## config.mk

```make
export PLATFORM = sky130hd
export DESIGN_NAME = nand_page_dma
export DESIGN_NICKNAME = d
export VERILOG_FILES = /design/src/rtl/nand_dma_pkg.sv /design/src/rtl/nand_dma_regs.sv /design/src/rtl/nand_dma_burst.sv /design/src/rtl/nand_dma_seq.sv /design/src/rtl/nand_page_dma.sv
export SDC_FILE = /design/constraint.sdc
export NUM_CORES = 1
export LEC_CHECK = 0
export BUFFER_PORTS_ARGS = -buffer_cell sky130_fd_sc_hd__buf_2
export CAP_MARGIN = 10
export CORE_UTILIZATION = 40
export DETAILED_ROUTE_END_ITERATION = 8
export HOLD_SLACK_MARGIN = 0.05
export PLACE_DENSITY = 0.59
export SYNTH_ARGS = -nofsm -noshare
export SYNTH_HDL_FRONTEND = slang
export SYNTH_SLANG_ARGS = --single-unit
export TNS_END_PERCENT = 20
```

## constraint.sdc

```tcl
create_clock -name clk -period 3.31 [get_ports clk]
set_input_delay 0.1655 -clock clk [delete_from_list [all_inputs] [get_ports clk]]
set_output_delay 0.1655 -clock clk [all_outputs]
set_load 0.05 [all_outputs]
```

## src/rtl/nand_dma_pkg.sv

```systemverilog
package nand_dma_pkg;
  localparam int RG_W = 4;
  localparam int CS_W = 2;

  // register word indices
  localparam logic [RG_W-1:0] RG_CTRL  = 4'd0;
  localparam logic [RG_W-1:0] RG_CMD   = 4'd1;
  localparam logic [RG_W-1:0] RG_ROW   = 4'd2;
  localparam logic [RG_W-1:0] RG_ROWHI = 4'd3;
  localparam logic [RG_W-1:0] RG_DBASE = 4'd4;
  localparam logic [RG_W-1:0] RG_SBASE = 4'd5;
  localparam logic [RG_W-1:0] RG_LEN   = 4'd6;
  localparam logic [RG_W-1:0] RG_IEN   = 4'd7;
  localparam logic [RG_W-1:0] RG_ISTAT = 4'd8;
  localparam logic [RG_W-1:0] RG_ICLR  = 4'd9;

  localparam int IRQ_DONE  = 9;
  localparam int IRQ_UNCOR = 6;
  localparam int IRQ_COR   = 5;
  localparam int LEN_LSB   = 16;

  typedef enum logic [1:0] {
    TK_CMD  = 2'd0,
    TK_ADDR = 2'd1,
    TK_DATA = 2'd2
  } tx_kind_e;

  typedef struct packed {
    logic [CS_W-1:0] cs;
    logic            four_cyc;
    logic [2:0]      burst_en;  // {x16, x8, x4}
    logic            spare_en;
    logic            data_en;
    logic            prog;
  } xfer_cfg_t;
endpackage

```

## src/rtl/nand_dma_regs.sv

```systemverilog
module nand_dma_regs
  import nand_dma_pkg::*;
#(
  parameter int AW    = 32,
  parameter int LEN_W = 12
) (
  input  logic            clk,
  input  logic            rst_n,
  input  logic            we,
  input  logic [RG_W-1:0] addr,
  input  logic [31:0]     wdata,
  output logic [31:0]     rdata,
  output logic            irq,
  output xfer_cfg_t       cfg,
  output logic [7:0]      cmd_first,
  output logic [7:0]      cmd_conf,
  output logic [15:0]     row_lo,
  output logic [7:0]      row_hi,
  output logic [AW-1:0]   dbase,
  output logic [AW-1:0]   sbase,
  output logic [LEN_W-1:0] slen,
  output logic            go,
  output logic            busy,
  input  logic            done
);
  localparam logic [9:0] IRQ_MASK = (10'd1 << IRQ_DONE) | (10'd1 << IRQ_UNCOR) | (10'd1 << IRQ_COR);

  logic [9:1]       ctrl_q;
  logic             busy_q, go_q;
  logic [15:0]      cmd_q, row_q;
  logic [7:0]       rowhi_q;
  logic [AW-1:0]    dbase_q, sbase_q;
  logic [LEN_W-1:0] slen_q;
  logic [9:0]       ien_q, ist_q, clr_v, set_v;
  logic             wr_cfg;

  assign wr_cfg = we && !busy_q;
  assign clr_v  = (we && addr == RG_ICLR) ? wdata[9:0] : 10'd0;
  assign set_v  = done ? (10'd1 << IRQ_DONE) : 10'd0;

  always_ff @(posedge clk) begin
    if (!rst_n) begin
      ctrl_q <= '0; busy_q <= 1'b0; go_q <= 1'b0;
      cmd_q <= '0; row_q <= '0; rowhi_q <= '0;
      dbase_q <= '0; sbase_q <= '0; slen_q <= '0;
      ien_q <= '0; ist_q <= '0;
    end else begin
      go_q <= 1'b0;
      if (done) busy_q <= 1'b0;
      if (wr_cfg) begin
        case (addr)
          RG_CTRL: begin
            ctrl_q <= wdata[9:1];
            if (wdata[0]) begin
              busy_q <= 1'b1;
              go_q   <= 1'b1;
            end
          end
          RG_CMD:   cmd_q   <= wdata[15:0];
          RG_ROW:   row_q   <= wdata[31:16];
          RG_ROWHI: rowhi_q <= wdata[7:0];
          RG_DBASE: dbase_q <= {wdata[AW-1:2], 2'b00};
          RG_SBASE: sbase_q <= {wdata[AW-1:2], 2'b00};
          RG_LEN:   slen_q  <= wdata[LEN_LSB +: LEN_W];
          default: ;
        endcase
      end
      if (we && addr == RG_IEN) ien_q <= wdata[9:0] & IRQ_MASK;
      ist_q <= ((ist_q & ~clr_v) | set_v) & IRQ_MASK;
    end
  end

  always_comb begin
    rdata = '0;
    case (addr)
      RG_CTRL:  rdata[9:0] = {ctrl_q, busy_q};
      RG_CMD:   rdata[15:0] = cmd_q;
      RG_ROW:   rdata[31:16] = row_q;
      RG_ROWHI: rdata[7:0] = rowhi_q;
      RG_DBASE: rdata[AW-1:0] = dbase_q;
      RG_SBASE: rdata[AW-1:0] = sbase_q;
      RG_LEN:   rdata[LEN_LSB +: LEN_W] = slen_q;
      RG_IEN:   rdata[9:0] = ien_q;
      RG_ISTAT: rdata[9:0] = ist_q;
      default:  rdata = '0;
    endcase
  end

  assign irq       = |(ist_q & ien_q);
  assign cfg       = xfer_cfg_t'(ctrl_q);
  assign cmd_first = cmd_q[7:0];
  assign cmd_conf  = cmd_q[15:8];
  assign row_lo    = row_q;
  assign row_hi    = rowhi_q;
  assign dbase     = dbase_q;
  assign sbase     = sbase_q;
  assign slen      = slen_q;
  assign go        = go_q;
  assign busy      = busy_q;


  go_busy_chk: assert property (@(posedge clk) disable iff (!rst_n) go_q |-> busy_q);

  done_idle_chk: assert property (@(posedge clk) disable iff (!rst_n) done |=> !busy_q);

  done_wins_chk: assert property (@(posedge clk) disable iff (!rst_n) done |=> ist_q[IRQ_DONE]);

  busy_hold_chk: assert property (@(posedge clk) disable iff (!rst_n)
    (busy_q && we && addr == RG_DBASE) |=> $stable(dbase_q));
endmodule

```

## src/rtl/nand_dma_burst.sv

```systemverilog
module nand_dma_burst #(
  parameter int LEN_W = 12
) (
  input  logic [2:0]       burst_en,
  input  logic [LEN_W-1:0] words_left,
  output logic [4:0]       beats
);
  logic [4:0]       max_b;
  logic [LEN_W-1:0] max_w;

  always_comb begin
    if (burst_en[2])      max_b = 5'd16;
    else if (burst_en[1]) max_b = 5'd8;
    else if (burst_en[0]) max_b = 5'd4;
    else                  max_b = 5'd1;
    max_w = LEN_W'(max_b);
    beats = (words_left < max_w) ? 5'(words_left) : max_b;
  end
endmodule

```

## src/rtl/nand_dma_seq.sv

```systemverilog
module nand_dma_seq
  import nand_dma_pkg::*;
#(
  parameter int AW         = 32,
  parameter int LEN_W      = 12,
  parameter int DATA_BYTES = 2048
) (
  input  logic             clk,
  input  logic             rst_n,
  input  xfer_cfg_t        cfg,
  input  logic [7:0]       cmd_first,
  input  logic [7:0]       cmd_conf,
  input  logic [15:0]      row_lo,
  input  logic [7:0]       row_hi,
  input  logic [AW-1:0]    dbase,
  input  logic [AW-1:0]    sbase,
  input  logic [LEN_W-1:0] slen,
  input  logic             go,
  output logic             done,
  input  logic             fl_rb,
  output logic             tx_valid,
  input  logic             tx_ready,
  output tx_kind_e         tx_kind,
  output logic [7:0]       tx_data,
  input  logic             rx_valid,
  output logic             rx_ready,
  input  logic [7:0]       rx_data,
  output logic             cmd_valid,
  input  logic             cmd_ready,
  output logic [AW-1:0]    cmd_addr,
  output logic [4:0]       cmd_beats,
  output logic             cmd_write,
  output logic             wvalid,
  input  logic             wready,
  output logic [31:0]      wdata,
  input  logic             rvalid,
  output logic             rready,
  input  logic [31:0]      rdata
);
  localparam logic [LEN_W-1:0] DATA_WORDS = LEN_W'(DATA_BYTES / 4);

  typedef enum logic [3:0] {
    S_IDLE, S_CMD1, S_ADDR, S_CONF_R, S_WAIT_R, S_AREA, S_BURST,
    S_RXB, S_MWR, S_MRD, S_TXB, S_CONF_P, S_WAIT_P, S_FIN
  } st_e;

  st_e              st;
  logic [2:0]       acyc;
  logic [1:0]       area_idx, bidx;
  logic [AW-1:0]    addr_q;
  logic [LEN_W-1:0] words_q;
  logic [4:0]       beats_q, plan_beats;
  logic [31:0]      buf_q;
  logic [2:0]       last_acyc;
  logic [7:0]       addr_byte;
  logic             area_on;
  logic [AW-1:0]    area_base;
  logic [LEN_W-1:0] area_words;
  st_e              after_beat;

  nand_dma_burst #(.LEN_W(LEN_W)) u_plan (
    .burst_en  (cfg.burst_en),
    .words_left(words_q),
    .beats     (plan_beats)
  );

  assign last_acyc = cfg.four_cyc ? 3'd3 : 3'd4;

  always_comb begin
    case (acyc)
      3'd2:    addr_byte = row_lo[7:0];
      3'd3:    addr_byte = row_lo[15:8];
      3'd4:    addr_byte = row_hi;
      default: addr_byte = 8'h00;
    endcase
    if (area_idx == 2'd0) begin
      area_on = cfg.data_en && (DATA_WORDS != '0);
      area_base = dbase;
      area_words = DATA_WORDS;
    end else begin
      area_on = cfg.spare_en && ((slen >> 2) != '0);
      area_base = sbase;
      area_words = slen >> 2;
    end
    if (beats_q != 5'd1)       after_beat = cfg.prog ? S_MRD : S_RXB;
    else if (words_q != '0)    after_beat = S_BURST;
    else                       after_beat = S_AREA;
  end

  always_ff @(posedge clk) begin
    if (!rst_n) begin
      st <= S_IDLE; acyc <= '0; area_idx <= '0; bidx <= '0;
      addr_q <= '0; words_q <= '0; beats_q <= '0; buf_q <= '0;
    end else begin
      case (st)
        S_IDLE: if (go) st <= S_CMD1;
        S_CMD1: if (tx_ready) begin acyc <= '0; st <= S_ADDR; end
        S_ADDR: if (tx_ready) begin
          acyc <= acyc + 3'd1;
          if (acyc == last_acyc) begin
            area_idx <= '0;
            st <= cfg.prog ? S_AREA : S_CONF_R;
          end
        end
        S_CONF_R: if (tx_ready) st <= S_WAIT_R;
        S_WAIT_R: if (fl_rb) st <= S_AREA;
        S_AREA: begin
          if (area_idx == 2'd2) st <= cfg.prog ? S_CONF_P : S_FIN;
          else if (area_on) begin
            addr_q <= area_base; words_q <= area_words; st <= S_BURST;
          end else area_idx <= area_idx + 2'd1;
        end
        S_BURST: if (cmd_ready) begin
          beats_q <= plan_beats;
          words_q <= words_q - LEN_W'(plan_beats);
          bidx <= '0;
          st <= cfg.prog ? S_MRD : S_RXB;
        end
        S_RXB: if (rx_valid) begin
          buf_q[{bidx, 3'b000} +: 8] <= rx_data;
          bidx <= bidx + 2'd1;
          if (bidx == 2'd3) st <= S_MWR;
        end
        S_MRD: if (rvalid) begin buf_q <= rdata; bidx <= '0; st <= S_TXB; end
        S_MWR, S_TXB: if ((st == S_MWR) ? wready : tx_ready) begin
          bidx <= bidx + 2'd1;
          if (st == S_MWR || bidx == 2'd3) begin
            addr_q <= addr_q + AW'(4);
            beats_q <= beats_q - 5'd1;
            bidx <= '0;
            st <= after_beat;
            if (after_beat == S_AREA) area_idx <= area_idx + 2'd1;
          end
        end
        S_CONF_P: if (tx_ready) st <= S_WAIT_P;
        S_WAIT_P: if (fl_rb) st <= S_FIN;
        S_FIN: st <= S_IDLE;
        default: st <= S_IDLE;
      endcase
    end
  end

  always_comb begin
    tx_valid = 1'b1;
    tx_kind  = TK_CMD;
    tx_data  = cmd_conf;
    case (st)
      S_CMD1: tx_data = cmd_first;
      S_ADDR: begin tx_kind = TK_ADDR; tx_data = addr_byte; end
      S_TXB:  begin tx_kind = TK_DATA; tx_data = buf_q[{bidx, 3'b000} +: 8]; end
      S_CONF_R, S_CONF_P: ;
      default: tx_valid = 1'b0;
    endcase
  end

  assign rx_ready  = (st == S_RXB);
  assign cmd_valid = (st == S_BURST);
  assign cmd_addr  = addr_q;
  assign cmd_beats = plan_beats;
  assign cmd_write = !cfg.prog;
  assign wvalid    = (st == S_MWR);
  assign wdata     = buf_q;
  assign rready    = (st == S_MRD);
  assign done      = (st == S_FIN);


  tx_hold_chk: assert property (@(posedge clk) disable iff (!rst_n)
    (tx_valid && !tx_ready) |=> (tx_valid && $stable(tx_data) && $stable(tx_kind)));

  cmd_hold_chk: assert property (@(posedge clk) disable iff (!rst_n)
    (cmd_valid && !cmd_ready) |=> (cmd_valid && $stable(cmd_addr) && $stable(cmd_beats)));

  beats_range_chk: assert property (@(posedge clk) disable iff (!rst_n)
    cmd_valid |-> (cmd_beats != 5'd0 && cmd_beats <= 5'd16 && LEN_W'(cmd_beats) <= words_q));

  rx_dir_chk: assert property (@(posedge clk) disable iff (!rst_n) rx_ready |-> !cfg.prog);

  rd_dir_chk: assert property (@(posedge clk) disable iff (!rst_n) rready |-> cfg.prog);
endmodule

```

## src/rtl/nand_page_dma.sv

```systemverilog
module nand_page_dma
  import nand_dma_pkg::*;
#(
  parameter int AW         = 32,
  parameter int DATA_BYTES = 2048,
  parameter int LEN_W      = 12
) (
  input  logic                 clk,
  input  logic                 rst_n,
  input  logic                 cfg_we,
  input  logic [RG_W-1:0]      cfg_addr,
  input  logic [31:0]          cfg_wdata,
  output logic [31:0]          cfg_rdata,
  output logic                 irq,
  output logic [(1<<CS_W)-1:0] fl_ce,
  input  logic                 fl_rb,
  output logic                 fl_tx_valid,
  input  logic                 fl_tx_ready,
  output logic [1:0]           fl_tx_kind,
  output logic [7:0]           fl_tx_data,
  input  logic                 fl_rx_valid,
  output logic                 fl_rx_ready,
  input  logic [7:0]           fl_rx_data,
  output logic                 mem_cmd_valid,
  input  logic                 mem_cmd_ready,
  output logic [AW-1:0]        mem_cmd_addr,
  output logic [4:0]           mem_cmd_beats,
  output logic                 mem_cmd_write,
  output logic                 mem_wvalid,
  input  logic                 mem_wready,
  output logic [31:0]          mem_wdata,
  input  logic                 mem_rvalid,
  output logic                 mem_rready,
  input  logic [31:0]          mem_rdata
);
  localparam int NUM_CE = 1 << CS_W;

  xfer_cfg_t        cfg;
  logic [7:0]       cmd_first, cmd_conf, row_hi;
  logic [15:0]      row_lo;
  logic [AW-1:0]    dbase, sbase;
  logic [LEN_W-1:0] slen;
  logic             go, busy, done;
  tx_kind_e         kind;

  nand_dma_regs #(.AW(AW), .LEN_W(LEN_W)) u_regs (
    .clk(clk), .rst_n(rst_n), .we(cfg_we), .addr(cfg_addr), .wdata(cfg_wdata),
    .rdata(cfg_rdata), .irq(irq), .cfg(cfg), .cmd_first(cmd_first), .cmd_conf(cmd_conf),
    .row_lo(row_lo), .row_hi(row_hi), .dbase(dbase), .sbase(sbase), .slen(slen),
    .go(go), .busy(busy), .done(done)
  );

  nand_dma_seq #(.AW(AW), .LEN_W(LEN_W), .DATA_BYTES(DATA_BYTES)) u_seq (
    .clk(clk), .rst_n(rst_n), .cfg(cfg), .cmd_first(cmd_first), .cmd_conf(cmd_conf),
    .row_lo(row_lo), .row_hi(row_hi), .dbase(dbase), .sbase(sbase), .slen(slen),
    .go(go), .done(done), .fl_rb(fl_rb),
    .tx_valid(fl_tx_valid), .tx_ready(fl_tx_ready), .tx_kind(kind), .tx_data(fl_tx_data),
    .rx_valid(fl_rx_valid), .rx_ready(fl_rx_ready), .rx_data(fl_rx_data),
    .cmd_valid(mem_cmd_valid), .cmd_ready(mem_cmd_ready), .cmd_addr(mem_cmd_addr),
    .cmd_beats(mem_cmd_beats), .cmd_write(mem_cmd_write),
    .wvalid(mem_wvalid), .wready(mem_wready), .wdata(mem_wdata),
    .rvalid(mem_rvalid), .rready(mem_rready), .rdata(mem_rdata)
  );

  assign fl_tx_kind = kind;

  for (genvar i = 0; i < NUM_CE; i++) begin : g_ce
    assign fl_ce[i] = busy && (cfg.cs == CS_W'(i));
  end


  ce_busy_chk: assert property (@(posedge clk) disable iff (!rst_n) busy |-> $onehot(fl_ce));

  ce_idle_chk: assert property (@(posedge clk) disable iff (!rst_n) !busy |-> (fl_ce == '0));
endmodule

```

==> run summary <==
# diodes: 0
XOR/XNOR Fraction of Synth Area: 0
Core Box Area: 29,600 µm²
Min-delay src: mem_rdata[24]
Reg2reg path depth: 14
Asr flop ratio synth: 0
Yosys warning count: 0
Commonest non-fill, non-tap cell in the layout: nand2_1
Tot GR Track Use: 0.287
RSZ-0062 raised after global routing: true
Mapped Cells: 1,581
Critical path endpoint category: register
Fill cells: 2,931
Slew headroom: 0.226
CTS tree: built
Final net count: 1,958
Slew @ Worst Pin: 1.16 ns
Clk sinks: 219
Initial Util: 0.407
Netlist cell types: 79
Multiplexer area fraction after synthesis: 0.0587
Crit path cell chain: inv_2 > nand2_2 > ha_4 > or4_4 > o21ai_4 > o21ai_4 > mux2_4 > ha_4 > a21oi_2 > nor2b_2 > or4_4 > a211oi_2 > mux2_4 > o2bb2ai_2
Area of the mapped netlist: 12,100 µm²
Top cells by area, synth: dfxtp_1, nand2_1, a21oi_1
Post-synthesis sequential area ratio: 0.363
DRT iter0 DRCs: 1,319
Min-Delay Endpoint: u_seq.wdata[24]
Hold path depth: 3
Root Buffer: clkbuf_16
RR Startpoint: u_regs.cfg[5]
DRC violations left: 0
Max frequency: 298 MHz
Crit path DAT: 3.82 ns
Largest net degree at the start of global routing: 57
H-tree levels: 1
R2R Setup Slk: -0.04 ns
DRT Wirelength: 45.6 mm
Die H: 176 µm
Average size of a mapped cell: 7.63 µm²
PwrDens: 397 nW/µm²
Power Total: 6.15 mW
Compound-Gate Fraction of Synth Area: 0.266
Failing checks: negative setup slack
Antenna violations before repair: 0
Routability Congestion: 0.881
Final hold violations: 0
Hold Crit Class: input pin to register
Avg WL per Cell: 20.2 µm
Maximum vdd drop: 0.472 mV
Final setup vio count: 1
Synth Area in Adders: 0.0234
Total CTS buffers: 26
Chip width: 176 µm
Global-route wire length before repair: 69.6 mm
Max-cap violations: 0
Crit Path Class: register to register
Total congestion overflow: 0
DP Wirelength: 32.1 mm
WHS: 0.0486 ns
Final cell count without fillers: 2,261
Placed cells: 2,130
Synth area leader: dfxtp_1
Clock skew: 0.0196 ns
Min Tclk post-route: 3.35 ns
Main flop type after synthesis: dfxtp_1
Share of layout cells above drive strength 1: 0.215
Reg2Reg Capture Point: u_seq.words_q[8]
Clock buffer depth: 3
Commonest cells after routing, fill and taps aside: nand2_1, dfxtp_1, buf_2
Area growth from synthesis to layout: 28.5%
Simple-gate portion of the synthesized area: 0.239
Req. time, crit path: 3.77 ns
DRT antenna net count: 0
Seq cells post-synth: 219
Slowest CP cell: or4_4
Via density: 5.84
Status: finished, violations left
# rows: 63
Clk_lat worst skew: 0.54 ns
Via count: 13,200
Fin crit share: 1.01
Crit-path max cell delay: 0.49 ns
Number of synthesized flops with an enable pin: 0
Leak Pwr: 6.21 nW
Boundary pin count: 207
Drt first pass iters: 8
CTS clk-pin slew, worst paths: 0.06 ns
Vias in the first global route: 12,000
Yosys top cell area share: 0.363
Worst setup SP type: register
Full die area: 30,900 µm²
Max FO, Critical Path: 5
Fin. max-slew vios: 0
PnR worst setup slack: -0.0405 ns
PortBufs: 204
Main combinational cell family by area after synthesis: compound AO/OA/AOI/OAI gates
Setup_tns: -0.0405 ns
==> worst max path at each step <==
stage / from / endpoint / slack (ns) / cells after the start
3_5_place_dp: u_regs.cfg[5] / u_seq.words_q[9] / -0.20 / 14
5_1_grt: u_regs.cfg[4] / u_seq.words_q[8] / -0.16 / 14
2_1_floorplan: u_regs.cfg[5] / u_seq.words_q[8] / -0.18 / 15
4_1_cts: u_regs.cfg[4] / u_seq.words_q[8] / -0.009 / 14
3_3_place_gp: u_regs.cfg[5] / u_seq.words_q[8] / -0.16 / 14
6_report: u_regs.cfg[5] / u_seq.words_q[8] / -0.04 / 14
==> report_power, final <==
part / switching, mW / total [mW] / internal [mW]
sequential: 0.0344 / 2.69 / 2.66
combinational: 0.321 / 0.522 / 0.201
clock: 1.19 / 2.94 / 1.74
total: 1.55 / 6.15 / 4.60
==> critical path, delay by kind of cell (launching register included) <==
kind / cells / cell delay, ns
flops: 1 / 0.34
compound gates: 5 / 0.77
simple gates: 4 / 1.07
mux: 2 / 0.65
fa+ha+maj: 2 / 0.39
buf+inv: 1 / 0.06
==> logic make-up after synthesis <==
group,after synthesis
AO/OA/AOI/OAI,487
adder cells (fa/ha/maj),23
buffers and inverters,151
flip-flops,219
multiplexers,59
other,1
AND/OR/NAND/NOR,641
==> cells in the mapped netlist (26+ instances only) <==
master and count:
a22oi_1 55, nor3_1 26, a21oi_1 182, a211oi_1 29
clkbuf_1 98, inv_1 32, nand3_1 33, nand2_1 350
o21ai_0 63, nor2_1 110, mux2i_1 37, dfxtp_1 219
==> what timing repair did <==
item | 4_1_cts | 5_1_grt
hold buffers | 74 | 0
pin swaps | 10 | 4
gates resized for setup | 14 | 7
setup endpoints to repair | 5 | 9
gates cloned | 0 | 0
buffers inserted | 8 | 2
hold endpoints to repair | 155 | 0
==> state kept, by name, summed over array words and instances, names as in the netlist <==
name / flops
u_seq.acyc: 3
u_regs.sbase: 30
u_regs.busy: 1
u_regs.slen: 12
u_seq.cmd_addr: 30
u_regs.go: 1
u_regs.ien_q: 3
u_seq.bidx: 2
u_seq.wdata: 32
u_regs.ist_q: 3
u_seq.words_q: 12
u_regs.dbase: 30
u_regs.cmd_q: 16
u_seq.area_idx: 2
u_regs.row_lo: 16
u_seq.beats_q: 5
u_regs.row_hi: 8
u_regs.cfg: 9
u_seq.st: 4
==> routing by layer <==
layer	vias to the layer above	share of wire	track usage
li1	6242	-	-
met3	84	0.080	0.0435
met1	6304	0.45	0.406
met2	573	0.44	0.443
met4	0	0.031	0.0953
met5	-	0	0
==> through the flow <==
step	cell area, µm²	setup slack (ns)	utilization
final	15500	-0.0405	0.523
after global routing	15500	-0.161	0.523
after CTS	15500	-0.00917	0.521
after detailed placement	13700	-0.196	0.463
after global placement	13700	-0.160	0.463
after floorplan	12100	-0.181	-
==> cell type report <==
type                    count  area (µm²)  share of cell area
multi-input cells        1212        7250               0.468
well taps                 390         488              0.0315
repair buffers            359        2370               0.153
flip-flops and latches    219        4390               0.283
clock inverters             9         118             0.00759
clock buffers              38         756              0.0488
inverters                  34         130             0.00840
(Power assumes the default switching activity.)
